$ cat config.mk
export PLATFORM = sky130hd
export DESIGN_NAME = spi24_frame_slave
export DESIGN_NICKNAME = d
export VERILOG_FILES = /design/src/rtl/spi24_pkg.sv /design/src/rtl/spi24_sync.sv /design/src/rtl/spi24_status.sv /design/src/rtl/spi24_tx.sv /design/src/rtl/spi24_frame_slave.sv
export SDC_FILE = /design/constraint.sdc
export NUM_CORES = 1
export LEC_CHECK = 0
export ABC_AREA = 0
export BUFFER_PORTS_ARGS = -buffer_cell sky130_fd_sc_hd__buf_2
export CAP_MARGIN = 20
export CORE_ASPECT_RATIO = 0.75
export CORE_MARGIN = 4
export CORE_UTILIZATION = 55
export CTS_CLUSTER_DIAMETER = 50
export DETAILED_ROUTE_END_ITERATION = 8
export GPL_TIMING_DRIVEN = 0
export PLACE_DENSITY = 0.74
export SYNTH_ARGS = -nofsm -noshare
export SYNTH_HDL_FRONTEND = slang
export SYNTH_SLANG_ARGS = --single-unit
$ cat constraint.sdc
create_clock -name clk -period 2.3 [get_ports clk]
set_clock_uncertainty 0.2 [all_clocks]
set_input_delay 0.46 -clock clk [delete_from_list [all_inputs] [get_ports clk]]
set_output_delay 0.46 -clock clk [all_outputs]
set_load 0.01 [all_outputs]
$ cat src/rtl/spi24_pkg.sv
package spi24_pkg;
  typedef enum logic [1:0] {
    OP_WRITE = 2'b00,
    OP_READ  = 2'b01,
    OP_RDCLR = 2'b10,
    OP_IDENT = 2'b11
  } op_e;

  localparam int ADDR_W   = 6;
  localparam int CMD_BITS = 8;
  localparam int FLAG_W   = 5;

  localparam logic [ADDR_W-1:0] WIDTH_ID_ADDR = 6'h3E;
  localparam logic [7:0]        WIDTH_ID_CODE = 8'h02;

  function automatic logic [7:0] ident_byte(input logic [ADDR_W-1:0] a);
    return (a == WIDTH_ID_ADDR) ? WIDTH_ID_CODE : 8'h00;
  endfunction
endpackage

$ cat src/rtl/spi24_sync.sv
module spi24_sync #(
  parameter int             W       = 1,
  parameter int             STAGES  = 2,
  parameter logic [W-1:0]   RST_VAL = '0
) (
  input  logic         clk,
  input  logic         rst_n,
  input  logic [W-1:0] d,
  output logic [W-1:0] q
);
  logic [W-1:0] stg [STAGES];

  genvar g;
  generate
    for (g = 0; g < STAGES; g++) begin : g_stage
      if (g == 0) begin : g_first
        always_ff @(posedge clk or negedge rst_n) begin
          if (!rst_n) stg[g] <= RST_VAL;
          else        stg[g] <= d;
        end
      end else begin : g_next
        always_ff @(posedge clk or negedge rst_n) begin
          if (!rst_n) stg[g] <= RST_VAL;
          else        stg[g] <= stg[g-1];
        end
      end
    end
  endgenerate

  assign q = stg[STAGES-1];
endmodule

$ cat src/rtl/spi24_status.sv
module spi24_status #(
  parameter int FLAG_W = 5
) (
  input  logic              clk,
  input  logic              rst_n,
  input  logic              set_tf,
  input  logic              clr_tf,
  input  logic              set_resb,
  input  logic              clr_resb,
  input  logic [FLAG_W-1:0] flags,
  output logic [FLAG_W+2:0] status
);
  logic tf_q, tf_d, resb_q, resb_d, flt;

  always_comb begin
    tf_d = tf_q;
    if (set_tf)      tf_d = 1'b1;
    else if (clr_tf) tf_d = 1'b0;
    resb_d = resb_q;
    if (clr_resb)      resb_d = 1'b0;
    else if (set_resb) resb_d = 1'b1;
  end

  always_ff @(posedge clk or negedge rst_n) begin
    if (!rst_n) begin
      tf_q   <= 1'b0;
      resb_q <= 1'b0;
    end else begin
      tf_q   <= tf_d;
      resb_q <= resb_d;
    end
  end

  assign flt    = tf_q | ~resb_q | (|flags);
  assign status = {flt, tf_q, resb_q, flags};

  a_r8_tf_needs_cause: assert property (@(posedge clk) disable iff (!rst_n)
    $rose(tf_q) |-> $past(set_tf));
endmodule

$ cat src/rtl/spi24_tx.sv
module spi24_tx #(
  parameter int FB = 24,
  parameter int DB = 16,
  parameter int CW = 5
) (
  input  logic          clk,
  input  logic          rst_n,
  input  logic          clear,
  input  logic          fall,
  input  logic          load_stat,
  input  logic [7:0]    stat,
  input  logic          load_data,
  input  logic [DB-1:0] data,
  input  logic          live_flt,
  output logic          sdo
);
  logic [FB-1:0] word_q, word_d;
  logic [CW-1:0] nfall_q, nfall_d, idx;
  logic          started_q, started_d;

  always_comb begin
    word_d    = word_q;
    nfall_d   = nfall_q;
    started_d = started_q;
    if (load_stat) word_d[FB-1 -: 8] = stat;
    if (load_data) word_d[DB-1:0]    = data;
    if (clear) begin
      nfall_d   = '0;
      started_d = 1'b0;
    end else begin
      if (load_stat) started_d = 1'b1;
      if (fall && nfall_q != CW'(FB)) nfall_d = nfall_q + 1'b1;
    end
  end

  always_ff @(posedge clk or negedge rst_n) begin
    if (!rst_n) begin
      word_q    <= '0;
      nfall_q   <= '0;
      started_q <= 1'b0;
    end else begin
      word_q    <= word_d;
      nfall_q   <= nfall_d;
      started_q <= started_d;
    end
  end

  assign idx = CW'(FB - 1) - nfall_q;
  assign sdo = !started_q ? live_flt :
               (nfall_q < CW'(FB)) ? word_q[idx] : 1'b0;
endmodule

$ cat src/rtl/spi24_frame_slave.sv
module spi24_frame_slave
  import spi24_pkg::*;
#(
  parameter int DATA_BITS = 16
) (
  input  logic                 clk,
  input  logic                 rst_n,
  input  logic                 cs_n,
  input  logic                 sclk,
  input  logic                 sdi,
  output logic                 sdo,
  output logic                 sdo_oe,
  output logic [ADDR_W-1:0]    reg_addr,
  output logic [DATA_BITS-1:0] reg_wdata,
  output logic                 reg_wr,
  input  logic [DATA_BITS-1:0] reg_rdata,
  output logic                 stat_clr,
  output logic                 frame_rst,
  input  logic [FLAG_W-1:0]    fault_flags
);
  localparam int FRAME_BITS = CMD_BITS + DATA_BITS;
  localparam int CNT_MAX    = FRAME_BITS + 1;
  localparam int CW         = $clog2(CNT_MAX + 1);

  logic cs_s, sclk_s, sdi_s, cs_q, sclk_q;
  logic rise, fall, cs_fall, cs_rise;

  spi24_sync #(.W(3), .STAGES(2), .RST_VAL(3'b100)) u_sync (
    .clk(clk), .rst_n(rst_n),
    .d({cs_n, sclk, sdi}), .q({cs_s, sclk_s, sdi_s})
  );

  assign rise    = ~cs_s & sclk_s & ~sclk_q;
  assign fall    = ~cs_s & ~sclk_s & sclk_q;
  assign cs_fall = ~cs_s & cs_q;
  assign cs_rise = cs_s & ~cs_q;

  logic [CW-1:0]         nrise_q, nrise_d;
  logic [FRAME_BITS-1:0] rx_q, rx_d;
  logic [CMD_BITS-1:0]   cmd_q, cmd_d;
  logic [DATA_BITS-1:0]  wdata_q, wdata_d, rd_word;
  logic                  ld_q, ld_d, wr_q, wr_d, clr_q, clr_d, frst_q, frst_d;
  logic                  set_tf, clr_tf, set_resb, clr_resb;
  logic [FLAG_W+2:0]     stat;
  op_e                   op;

  assign op = op_e'(cmd_q[CMD_BITS-1 -: 2]);

  always_comb begin
    nrise_d  = nrise_q;
    rx_d     = rx_q;
    cmd_d    = cmd_q;
    wdata_d  = wdata_q;
    ld_d     = 1'b0;
    wr_d     = 1'b0;
    clr_d    = 1'b0;
    frst_d   = 1'b0;
    set_tf   = 1'b0;
    clr_tf   = 1'b0;
    set_resb = 1'b0;
    clr_resb = 1'b0;
    if (cs_fall) begin
      nrise_d = '0;
    end else if (rise) begin
      rx_d = {rx_q[FRAME_BITS-2:0], sdi_s};
      if (nrise_q != CW'(CNT_MAX)) nrise_d = nrise_q + 1'b1;
      if (nrise_q == CW'(CMD_BITS - 1)) begin
        cmd_d = {rx_q[CMD_BITS-2:0], sdi_s};
        ld_d  = 1'b1;
      end
    end
    if (cs_rise) begin
      if (nrise_q == CW'(FRAME_BITS)) begin
        clr_tf  = 1'b1;
        wdata_d = rx_q[DATA_BITS-1:0];
        if (&rx_q) begin
          clr_resb = 1'b1;
          frst_d   = 1'b1;
        end else begin
          set_resb = 1'b1;
          case (op)
            OP_WRITE: wr_d  = 1'b1;
            OP_RDCLR: clr_d = 1'b1;
            default:  ;
          endcase
        end
      end else if (nrise_q != '0) begin
        set_tf = 1'b1;
      end
    end
  end

  always_ff @(posedge clk or negedge rst_n) begin
    if (!rst_n) begin
      cs_q    <= 1'b1;
      sclk_q  <= 1'b0;
      nrise_q <= '0;
      rx_q    <= '0;
      cmd_q   <= '0;
      wdata_q <= '0;
      ld_q    <= 1'b0;
      wr_q    <= 1'b0;
      clr_q   <= 1'b0;
      frst_q  <= 1'b0;
    end else begin
      cs_q    <= cs_s;
      sclk_q  <= sclk_s;
      nrise_q <= nrise_d;
      rx_q    <= rx_d;
      cmd_q   <= cmd_d;
      wdata_q <= wdata_d;
      ld_q    <= ld_d;
      wr_q    <= wr_d;
      clr_q   <= clr_d;
      frst_q  <= frst_d;
    end
  end

  assign rd_word = (op == OP_IDENT) ?
                   {ident_byte(cmd_q[ADDR_W-1:0]), {(DATA_BITS-8){1'b0}}} : reg_rdata;

  spi24_status #(.FLAG_W(FLAG_W)) u_status (
    .clk(clk), .rst_n(rst_n),
    .set_tf(set_tf), .clr_tf(clr_tf), .set_resb(set_resb), .clr_resb(clr_resb),
    .flags(fault_flags), .status(stat)
  );

  spi24_tx #(.FB(FRAME_BITS), .DB(DATA_BITS), .CW(CW)) u_tx (
    .clk(clk), .rst_n(rst_n),
    .clear(cs_fall), .fall(fall),
    .load_stat(rise && nrise_q == '0), .stat(stat),
    .load_data(ld_q), .data(rd_word),
    .live_flt(stat[FLAG_W+2]), .sdo(sdo)
  );

  assign sdo_oe    = ~cs_s;
  assign reg_addr  = cmd_q[ADDR_W-1:0];
  assign reg_wdata = wdata_q;
  assign reg_wr    = wr_q;
  assign stat_clr  = clr_q;
  assign frame_rst = frst_q;

  a_r1_single_action: assert property (@(posedge clk) disable iff (!rst_n)
    $onehot0({wr_q, clr_q, frst_q}));

  a_r4_full_frame_only: assert property (@(posedge clk) disable iff (!rst_n)
    (wr_q || clr_q || frst_q) |-> nrise_q == CW'(FRAME_BITS));

  a_r8_tf_on_bad_count: assert property (@(posedge clk) disable iff (!rst_n)
    (cs_rise && nrise_q != '0 && nrise_q != CW'(FRAME_BITS)) |=> stat[FLAG_W+1]);

  a_r10_resb_dropped: assert property (@(posedge clk) disable iff (!rst_n)
    frst_q |-> !stat[FLAG_W]);

  a_r2_quiet_when_idle: assert property (@(posedge clk) disable iff (!rst_n)
    (cs_s && cs_q) |-> !(wr_q && clr_q));
endmodule

==> metrics.txt <==
Clock Tree Buf Depth 2; crit path time final 2.679 ns; XOR/XNOR share of the synthesized area 1.487%; IO Pins 53; Async S/R FF share, synth 100.0%; Layout fillers 569; status finished with violations; utilization after layout 66.14%; Seq/Total Area, Yosys 58.95%; Die Area 8962 um^2; Top FF cell, synth dfrtp_1; synth warn 0; share of layout cells above drive strength 1 39.45%; Initial Util 56.26%; Total Routing Usage GR 18.91%; Worst Setup Start Kind flip-flop; Slew Limit Headroom 66.13%; WS Path Type flip-flop to output pin; Worst EP required 1.64 ns; antenna violations before repair 0; largest net degree at the start of global routing 68; drt initial violations 92; Mapped Area 4124 um^2; EDFF count, synth 0; Cells after Synth 325; Synth Area in Adders 1.820%; Synth area leaders dfrtp_1 (57%), mux2_2 (15%), inv_1 (2.3%); Crit. End Element output pin; drt via density 5.198; WP data arrival 2.02 ns; antenna cell count 0; CTS tree done; Post-Layout Cell Count 504; Syn Area/Cell 12.69 um^2; violations in the final reports setup timing; Yosys top cell area share 57.04%; total CTS buffers 9; Post-synth top cells dfrtp_1 (94), mux2_2 (55), inv_1 (25), nand2_1 (24), nor2_1 (18); crit share post-route 116.5%; Overflow after GRT 0; most common cell in the netlist dfrtp_1; #FFs+latches synth 97; die width 108.0 um; Post-Synth Simple-Gate Area 9.618%; Final Power 3.246 mW; Detail Route Antenna Nets 0; CORE AREA 7331 um^2; vias 2620; routed length per instance 15.27 um; # H-tree levels 3; Hold Path Class primary input to flip-flop; Die Y 82.99 um; final hold vios 0; RSZ-0062 raised after global routing true; fin worst setup slack -0.3794 ns; max capacitance violation total 0; GP Congestion 0.7972; crit path max fanout 3; Worst Max-Slew Pin Slew 0.5033 ns; setup TNS -0.3794 ns; Root Driver clkbuf_8; Worst-path clk slew 0.08 ns; placed instance count 479; Yosys top cell by area dfrtp_1; vias in the first global route 2607; Compound-Gate Fraction of Synth Area 4.976%; leakage power 2.441 nW; Distinct cells, synth 40; net count after synthesis 357; Max Freq 0.3732 GHz; # port buffers 52; nets@finish 430; Power Density 669.4 nW/um^2; largest family of logic cells by synthesized area multiplexers; First-pass DRT Iterations 4; DP Wirelength 5410 um; first-pass GRT wire length 13210 um; Area growth syn-to-layout 17.57%; Max Slew Vio Count 0; Setup violations, final 1; number of remaining DRC errors 0; IR drop worst, VDD 490.9 uV; dpl ws -0.2414 ns; Routed Wire Length 7696 um; num rows 27; clk sinks 97; fraction of synthesized area in multiplexers 18.14%; worst-skew pair later-pin latency 0.36 ns
-- worst max-delay path, stage by stage (launching register included) --
cell and delay [ns]:
dfrtp_2 0.41, buf_6 0.12, mux4_2 0.48, nand2b_4 0.15, a21oi_2 0.12, a311o_1 0.13
o22ai_2 0.07, buf_2 0.16
-- layout make-up --
class                   instances  area (um^2)  share of cell area [%]
flip-flops and latches         97         2434                   50.19
plain buffers                  18        123.9                   2.555
repair buffers                 62        371.6                   7.665
inverters                      25        93.84                   1.935
multi-input cells             185         1518                   31.30
clock buffers                  12        155.1                   3.200
clock inverters                 4        26.28                  0.5419
well taps                     101        126.4                   2.606
-- report_power, final --
group / total, mW / internal (mW) / switching (mW)
combinational: 0.345 / 0.193 / 0.152
clock: 1.01 / 0.453 / 0.553
sequential: 1.89 / 1.80 / 0.0918
-- logic make-up after synthesis --
family                   Yosys count
XOR/XNOR                           7
AND/OR/NAND/NOR                   75
adder cells (fa/ha/maj)            6
multiplexers                      63
flip-flops                        97
AO/OA/AOI/OAI                     34
buffers and inverters             43
-- metal layers --
metal | wire (um) | track usage [%]
met1 | 3731 | 28.10
met2 | 3543 | 27.03
met3 | 355 | 5.206
met4 | 65 | 6.193
met5 | 0 | 0
-- flip-flops by register name (all words and copies together) (netlist names) --
| signal | flops |
|---|---|
| cmd_q | 8 |
| cs_q | 1 |
| frame_rst | 1 |
| ld_q | 1 |
| nrise_q | 5 |
| reg_wdata | 16 |
| reg_wr | 1 |
| rx_q | 24 |
| sclk_q | 1 |
| stat_clr | 1 |
| u_status.resb_q | 1 |
| u_status.tf_q | 1 |
| u_sync.q | 3 |
| u_sync.stg | 3 |
| u_tx.nfall_q | 5 |
| u_tx.started_q | 1 |
| u_tx.word_q | 24 |
-- worst paths after layout --
check                                             from                           to  slack (ns)  depth (start not counted)
setup reg to reg                 u_sync.q[2]$_DFF_PN1_    reg_wdata[14]$_DFFE_PN0P_        0.23                          5
setup / recovery           u_tx.nfall_q[0]$_DFFE_PN0P_                          sdo       -0.38                          7
hold / removal                           reg_rdata[13]  u_tx.word_q[13]$_DFFE_PN0P_         0.1                          3
min in group asynchronous                        rst_n     reg_wdata[7]$_DFFE_PN0P_        0.36                          2
hold reg to reg                u_sync.stg[4]$_DFF_PN0_        u_sync.q[1]$_DFF_PN0_        0.15                          0
max in group asynchronous                        rst_n               cs_q$_DFF_PN1_        0.83                          3
-- per-stage QoR --
step	hold slack, ns	instance area [um^2]
global route	0.09105	4848
global placement	0.1376	4511
CTS	0.07691	4806
floorplan	-0.03559	4124
finish	0.09804	4848
detailed placement	0.1378	4541
-- placed cells by master, fill, tap and decap left out, types with 3 or more instances in the layout --
| cell | instances |
|---|---|
| xor2_1 | 3 |
| inv_1 | 25 |
| nor2_1 | 17 |
| dfstp_2 | 3 |
| nand4_1 | 9 |
| dfrtp_1 | 92 |
| clkbuf_1 | 6 |
| mux2_2 | 55 |
| o21ai_0 | 16 |
| mux2i_1 | 5 |
| a21oi_1 | 6 |
| clkbuf_8 | 11 |
| ha_1 | 6 |
| buf_2 | 51 |
| nand3_1 | 5 |
| dlygate4sd3_1 | 4 |
| buf_4 | 16 |
| nand2_1 | 24 |
| nor2b_1 | 6 |
| xnor2_1 | 4 |
-- timing repair --
item                       4_1_cts  5_1_grt
hold buffers                     4        0
gates resized for setup          8       12
hold endpoints to repair        33        0
setup endpoints to repair        1       19
buffers inserted                 4        1
pin swaps                        5        3
Note: power is estimated with default switching activity, not from simulation.
